`src/rtl/pcd_pkg.sv`:
```
package pcd_pkg;
  localparam int CNT_W_DEF = 4;
  localparam int PH_W_DEF  = 4;
endpackage

```
`src/rtl/pcd_cfg_reg.sv`:
```
module pcd_cfg_reg #(
  parameter int CNT_W = pcd_pkg::CNT_W_DEF,
  parameter int PH_W  = pcd_pkg::PH_W_DEF
) (
  input  logic             clk,
  input  logic             rst,
  input  logic             sync,
  input  logic [CNT_W-1:0] hi_in,
  input  logic [CNT_W-1:0] lo_in,
  input  logic [PH_W-1:0]  ph_in,
  input  logic             st_in,
  output logic [CNT_W-1:0] hi_q,
  output logic [CNT_W-1:0] lo_q,
  output logic [PH_W-1:0]  ph_q,
  output logic             st_q
);
  // capture the settings only when a sync pulse arrives
  always_ff @(posedge clk) begin
    if (rst) begin
      hi_q <= '0;
      lo_q <= '0;
      ph_q <= '0;
      st_q <= 1'b0;
    end else if (sync) begin
      hi_q <= hi_in;
      lo_q <= lo_in;
      ph_q <= ph_in;
      st_q <= st_in;
    end
  end
endmodule

```
`src/rtl/pcd_offset_wait.sv`:
```
module pcd_offset_wait #(
  parameter int DLY_W = pcd_pkg::PH_W_DEF + 1
) (
  input  logic             clk,
  input  logic             rst,
  input  logic             sync,
  input  logic [DLY_W-1:0] dly,
  output logic             go
);
  logic             busy;
  logic [DLY_W-1:0] cnt;

  always_ff @(posedge clk) begin
    if (rst) begin
      busy <= 1'b0;
      cnt  <= '0;
    end else if (sync) begin
      busy <= 1'b1;
      cnt  <= dly;
    end else if (busy) begin
      if (cnt == '0) busy <= 1'b0;
      else           cnt  <= cnt - 1'b1;
    end
  end

  // last waiting cycle; a new sync takes precedence
  assign go = busy && (cnt == '0) && !sync;
endmodule

```
`src/rtl/pcd_level_gen.sv`:
```
module pcd_level_gen #(
  parameter int CNT_W = pcd_pkg::CNT_W_DEF
) (
  input  logic             clk,
  input  logic             rst,
  input  logic             sync,
  input  logic             st_now,
  input  logic             go,
  input  logic             st_q,
  input  logic [CNT_W-1:0] hi_q,
  input  logic [CNT_W-1:0] lo_q,
  output logic             out
);
  logic             run;
  logic [CNT_W-1:0] lcnt;

  always_ff @(posedge clk) begin
    if (rst) begin
      out  <= 1'b0;
      run  <= 1'b0;
      lcnt <= '0;
    end else if (sync) begin
      out  <= ~st_now;
      run  <= 1'b0;
      lcnt <= '0;
    end else if (go) begin
      out  <= st_q;
      run  <= 1'b1;
      lcnt <= st_q ? hi_q : lo_q;
    end else if (run) begin
      if (lcnt == '0) begin
        out  <= ~out;
        lcnt <= out ? lo_q : hi_q;
      end else begin
        lcnt <= lcnt - 1'b1;
      end
    end
  end
endmodule

```
`src/rtl/phase_clk_div.sv`:
```
module phase_clk_div #(
  parameter int CNT_W = pcd_pkg::CNT_W_DEF,
  parameter int PH_W  = pcd_pkg::PH_W_DEF
) (
  input  logic             clk,
  input  logic             rst,
  input  logic             sync_i,
  input  logic [CNT_W-1:0] hi_cnt_i,
  input  logic [CNT_W-1:0] lo_cnt_i,
  input  logic [PH_W-1:0]  phase_i,
  input  logic             start_hi_i,
  output logic             clk_o
);
  localparam int DLY_W = PH_W + 1;

  logic [CNT_W-1:0] hi_q, lo_q;
  logic [PH_W-1:0]  ph_q;
  logic             st_q;
  logic             go;
  logic [DLY_W-1:0] dly;

  // the start bit is the top bit of the wait length
  assign dly = {start_hi_i, phase_i};

  pcd_cfg_reg #(.CNT_W(CNT_W), .PH_W(PH_W)) u_cfg (
    .clk(clk), .rst(rst), .sync(sync_i),
    .hi_in(hi_cnt_i), .lo_in(lo_cnt_i), .ph_in(phase_i), .st_in(start_hi_i),
    .hi_q(hi_q), .lo_q(lo_q), .ph_q(ph_q), .st_q(st_q)
  );

  pcd_offset_wait #(.DLY_W(DLY_W)) u_wait (
    .clk(clk), .rst(rst), .sync(sync_i), .dly(dly), .go(go)
  );

  pcd_level_gen #(.CNT_W(CNT_W)) u_lvl (
    .clk(clk), .rst(rst), .sync(sync_i), .st_now(start_hi_i), .go(go),
    .st_q(st_q), .hi_q(hi_q), .lo_q(lo_q), .out(clk_o)
  );
endmodule

```
`config.mk`:
```
export PLATFORM = sky130hd
export DESIGN_NAME = phase_clk_div
export DESIGN_NICKNAME = d
export VERILOG_FILES = /design/src/rtl/pcd_pkg.sv /design/src/rtl/pcd_cfg_reg.sv /design/src/rtl/pcd_offset_wait.sv /design/src/rtl/pcd_level_gen.sv /design/src/rtl/phase_clk_div.sv
export SDC_FILE = /design/constraint.sdc
export NUM_CORES = 1
export LEC_CHECK = 0
export BUFFER_PORTS_ARGS = -buffer_cell sky130_fd_sc_hd__buf_4
export CAP_MARGIN = 15
export CORE_MARGIN = 8
export CORE_UTILIZATION = 35
export CTS_CLUSTER_DIAMETER = 100
export DETAILED_ROUTE_END_ITERATION = 7
export GPL_TIMING_DRIVEN = 0
export SYNTH_ARGS = -nofsm -noshare
export SYNTH_HDL_FRONTEND = slang
export SYNTH_SLANG_ARGS = --single-unit
```
`constraint.sdc`:
```
create_clock -name clk -period 1.95 [get_ports clk]
set_input_delay 0.585 -clock clk [delete_from_list [all_inputs] [get_ports clk]]
set_output_delay 0.585 -clock clk [all_outputs]
set_load 0.02 [all_outputs]
```
# ---- Word-level counts from Yosys, hierarchy flattened
# Index checks and enable logic that the tools add are counted.
dict set report totals {
  ff_bits 21
  latchBits 0
  ram_bits 0
  mem_bits_ro 0
  input_bits 16
  n_memories 0
}
dict set report classes {
  addsub 2
  multipliers 0
  div 0
  n_lt_le_gt_ge 0
  eq_ne 1
  shift 0
  muxes 15
  bitwise 2
  n_reduce_logical 12
}
# cell n
set ops {}
lappend ops {{$mux 4} 5}
lappend ops {{$mux 5} 3}
lappend ops {{$mux 1} 7}
lappend ops {{$reduce_bool 3->1} 2}
lappend ops {{$logic_not 5->1} 1}
lappend ops {{$sub 5x1->5 const B} 1}
lappend ops {{$logic_not 4->1} 1}
lappend ops {{$reduce_and 2->1} 2}
lappend ops {{$reduce_bool 2->1} 2}
lappend ops {{$sub 4x1->4 const B} 1}
lappend ops {{$logic_and 1x1->1} 2}
lappend ops {{$ne 2x2->1 const B} 1}
lappend ops {{$not 1->1} 2}
lappend ops {{$reduce_or 2->1} 1}
lappend ops {{$logic_not 1->1} 1}

# ---- Logic depth before layout (Yosys ltp)
dict set report depth {
  depth_word 5
  mapped_depth 6
  depth_no_buf 6
}

# ---- Hierarchy
# From an unflattened synthesis, not the netlist that was laid out.
dict set report hier_totals {
  cells_unflattened 135
  area_unflattened_um2 1300.0
}
# mod n_inst cells_per_inst area_per_inst_um2 seq_area_each_um2
set modules_own_cells {}
lappend modules_own_cells {pcd_level_gen 1 50 476.7 120.1}
lappend modules_own_cells {pcd_cfg_reg 1 42 474.2 260.2}
lappend modules_own_cells {pcd_offset_wait 1 43 349.1 120.1}

# ---- Worst setup path before layout
# Ideal clock, no wire load.
dict set report synth_path {
  path_kind {input to register}
  from {in sync_i}
  to {reg u_lvl.lcnt[2]}
  arrival_ps 1422
  required_ps 1835
  path_slack_ps 412
  cell_stages 5
  path_buffers 1
  path_cell_list {buf_2 -> clkinv_1 -> nand3b_1 -> o211ai_1 -> and3_1}
}
dict set report synth_via {
  elab_chain_cells 3
  word_cells_on_any_way 5
}
# item line
set synth_rtl {}
lappend synth_rtl {{start: declaration} phase_clk_div.sv:7} ;# input logic sync_i,
lappend synth_rtl {{$logic_not 1->1} pcd_offset_wait.sv:27} ;# assign go = busy && (cnt == '0) && !sync;
lappend synth_rtl {{$logic_and 1x1->1} pcd_offset_wait.sv:27}
lappend synth_rtl {{$mux 4 / $reduce_bool 2->1 (equally long branches)} n/a}
lappend synth_rtl {{end signal: assignment} pcd_level_gen.sv:29} ;# lcnt <= st_q ? hi_q : lo_q;
lappend synth_rtl {{end signal: assignment} pcd_level_gen.sv:33} ;# lcnt <= out ? lo_q : hi_q;
lappend synth_rtl {{end signal: assignment} pcd_level_gen.sv:35} ;# lcnt <= lcnt - 1'b1;
lappend synth_rtl {{end: declaration} pcd_level_gen.sv:15} ;# logic [CNT_W-1:0] lcnt;
# Parallel ways exist; a longest one is shown, timed or not.
# A chain may end at the register's enable or synchronous reset.

# ---- Worst setup path in the final report
dict set report layout_path {
  from {reg u_wait.cnt[0]}
  to {reg u_lvl.lcnt[2]}
}
dict set report layout_via {
  elab_chain_cells 4
  word_cells_on_any_way 5
}
# item line
set layout_rtl {}
lappend layout_rtl {{start: declaration} pcd_offset_wait.sv:11} ;# logic [DLY_W-1:0] cnt;
lappend layout_rtl {{start signal: assignment} pcd_offset_wait.sv:19} ;# cnt <= dly;
lappend layout_rtl {{start signal: assignment} pcd_offset_wait.sv:22} ;# else cnt <= cnt - 1'b1;
lappend layout_rtl {{$logic_not 5->1 *} pcd_offset_wait.sv:27}
lappend layout_rtl {{$logic_and 1x1->1 * (2 in a row)} pcd_offset_wait.sv:27}
lappend layout_rtl {{$mux 4 / $reduce_bool 2->1 (equally long branches)} n/a}
# Mark *: on every way between the ends. The rest lies on a longest branch, timed or not.

==> impl_metrics.ini <==
[logic_synthesis]
syn-num-nets = 139
yosysTopAreaCell = dfxtp_1
synthCells = 121
synth_seq_area_share_pct = 38.7
async_flop_share_pct = 0
syn_area_mm2 = 0.00109
synth_cell_type_count = 35
syn_area_per_cell_um2 = 8.98
ys.flop_type = dfxtp_1
synth.area.top_cells = dfxtp_1 39%, mux2i_1 14%, nor2_1 4.5%
yosys_register_bits = 21
synth_top_area_share_pct = 38.7
yosysWarnings = 0
synth_edf_count = 0

[timing]
period_share_pct = 82.8
setup_total_negative_slack_ns = 0
worstMarginPinSlew_ns = 0.594
setup_viol = 0
fin_crit_ns = 1.61
rsz0062_at_grt = no
maxSlewViolCount = 0
slew_headroom_pct = 60.0
hold_viol_final = 0
fin_ws_ns = 0.336
max_freq_mhz = 620
skew_ns = 0.00847

[route]
routed_wl_mm = 2.33
drc = 0
ant_nets = 0
drt-pass1-iter-count = 4
drt_iter0_markers = 20
vias = 899
wire_per_inst_um = 13.5
viasPerCell = 5.23

[cts]
ctsResizeCount = 0
clock_latency_ns = 0.32
cts_tree = done
ctsRootBufferMaster = clkbuf_4
cts.sink_count = 21
clk_pin_slew_ns = 0.13
htreeDepth = 1
cts_buffers = 3
cts_max_path_buffers = 2
cts_setup_buffers = 0
hold_buffers = 0

[setup_path]
critPathMaxFanout = 5
start_kind = flop
arrival_ns = 1.84
end_kind = flop
r2r_slack_ns = 0.34
reg2reg_to = u_lvl.lcnt[2]
r2r_cells = 6
path_class = flop to flop
crit_path_end = u_lvl.lcnt[2]
required_ns = 2.18
r2r-start = u_wait.cnt[0]
startpoint = u_wait.cnt[0]

[global_routing]
antenna_found_initial = 0
grt_pass1_vias = 929
grt_pass1_wl_mm = 4.14
grt_max_degree = 14
track_usage_pct = 10.0
overflow = 0

[final_layout]
diodes = 0
final_common_cell = dfxtp_1
syn2layout_area_growth_pct = 16.2
drive_gt1_share_pct = 19.4
fin_area_mm2 = 0.00126
fill_cells = 309
nNetsFinal = 158
final_cell_mix = 21 x dfxtp_1, 15 x mux2i_1, 14 x buf_4, 13 x nor2_1, 9 x nand2_1

[floorplanning]
ioPinCount = 17
core_area_mm2 = 0.00300
rows = 20
die_y_um = 71.7
die_area_mm2 = 0.00514
initial_core_util_pct = 36.2
die_w_um = 71.7

[power]
powerDensity_mw_per_mm2 = 678
leakagePower_uw = 0.000501
ir_worst_vdd_mv = 0.277
p_total_uw = 856

[place]
place_ws_ns = 0.164
post-dp-hpwl_mm = 1.75
gp_routability_congestion = 0.801
port_buffers = 14
placed_cell_area_mm2 = 0.00123

[outcome]
status = finished, final reports clean

[min_path]
hold_class = input pin to flop

[flow_run]
cap_violations = 0
## worst max-delay path, cell delays in order (launching register included)
cell and delay [ns]:
dfxtp_1 0.34, inv_1 0.08, ha_1 0.18, nand3b_1 0.16, nor4_1 0.49, nand2_1 0.08, and3_1 0.19
## final cells by class
class / instances / area, um^2 / area share (%)
clock buffer: 3 / 22.5 / 1.78
clock inverter: 1 / 7.51 / 0.595
timing repair buffer: 14 / 105 / 8.33
multi-input combinational: 86 / 609 / 48.3
tap: 33 / 41.3 / 3.27
inverter: 7 / 26.3 / 2.08
buffer: 7 / 30.0 / 2.38
sequential: 21 / 420 / 33.3
## cells in the mapped netlist, drive strengths merged (2+ instances only)
master    n
a21oi     8
nand3b    2
nand2     9
nor3      3
nor2     13
o211ai    2
o2111ai   2
buf       3
mux2i    15
o21ai     6
nand2b    3
ha        2
mux2      3
dfxtp    21
inv       6
clkbuf    4
a211oi    2
## cells by family (layout without fill, tap and decap cells)
family | after synthesis | after routing | share of synthesized area, %
buffers and inverters | 14 | 32 | 5.18
AOI/OAI and AO/OA | 29 | 29 | 19.8
and+or+nand+nor | 36 | 36 | 16.2
xor gates and xnor gates | 1 | 1 | 0.807
muxes | 18 | 18 | 16.9
DFF | 21 | 21 | 38.7
adders and majority gates | 2 | 2 | 2.30
## power breakdown
group | internal (uW) | switching [uW]
Combinational | 77.0 | 77.1
Sequential | 454 | 22.7
Clock | 78.4 | 147
## flip-flops by register name, summed over array words and instances (netlist names)
name	flops
u_wait.cnt	5
u_cfg.hi_q	4
u_lvl.out	1
u_cfg.lo_q	4
u_lvl.run	1
u_lvl.lcnt	4
u_wait.busy	1
u_cfg.st_q	1
## routing by layer
layer / up-vias / track usage, % / part of all wire [%]
met2: 17 / 15.6 / 45
met4: 0 / 8.62 / 3.6
met1: 409 / 11.7 / 49
met3: 6 / 1.67 / 2.0
met5: - / 0 / 0
li1: 467 / - / -
## worst min path at each step
| stage | startpoint | end | slack [ns] | cells after the start |
|---|---|---|---|---|
| after global placement | u_cfg.lo_q[0] | u_cfg.lo_q[0] | 0.50 | 2 |
| after global routing | hi_cnt_i[1] | u_cfg.hi_q[1] | 0.50 | 3 |
| after floorplan | u_cfg.lo_q[0] | u_cfg.lo_q[0] | 0.47 | 2 |
| final | hi_cnt_i[3] | u_cfg.hi_q[3] | 0.50 | 3 |
| after detailed placement | u_cfg.lo_q[0] | u_cfg.lo_q[0] | 0.51 | 2 |
| after CTS | hi_cnt_i[3] | u_cfg.hi_q[3] | 0.49 | 3 |
## metrics by stage
step                      util (%)  hold WS (ns)  std cells
final                         42.0         0.499        172
after CTS                     42.0         0.486        172
after global placement        41.0         0.496        168
after detailed placement      41.0         0.509        168
after floorplan                  -         0.470        121
after global routing          42.0         0.499        172
Power figures use the tool's default switching activity.
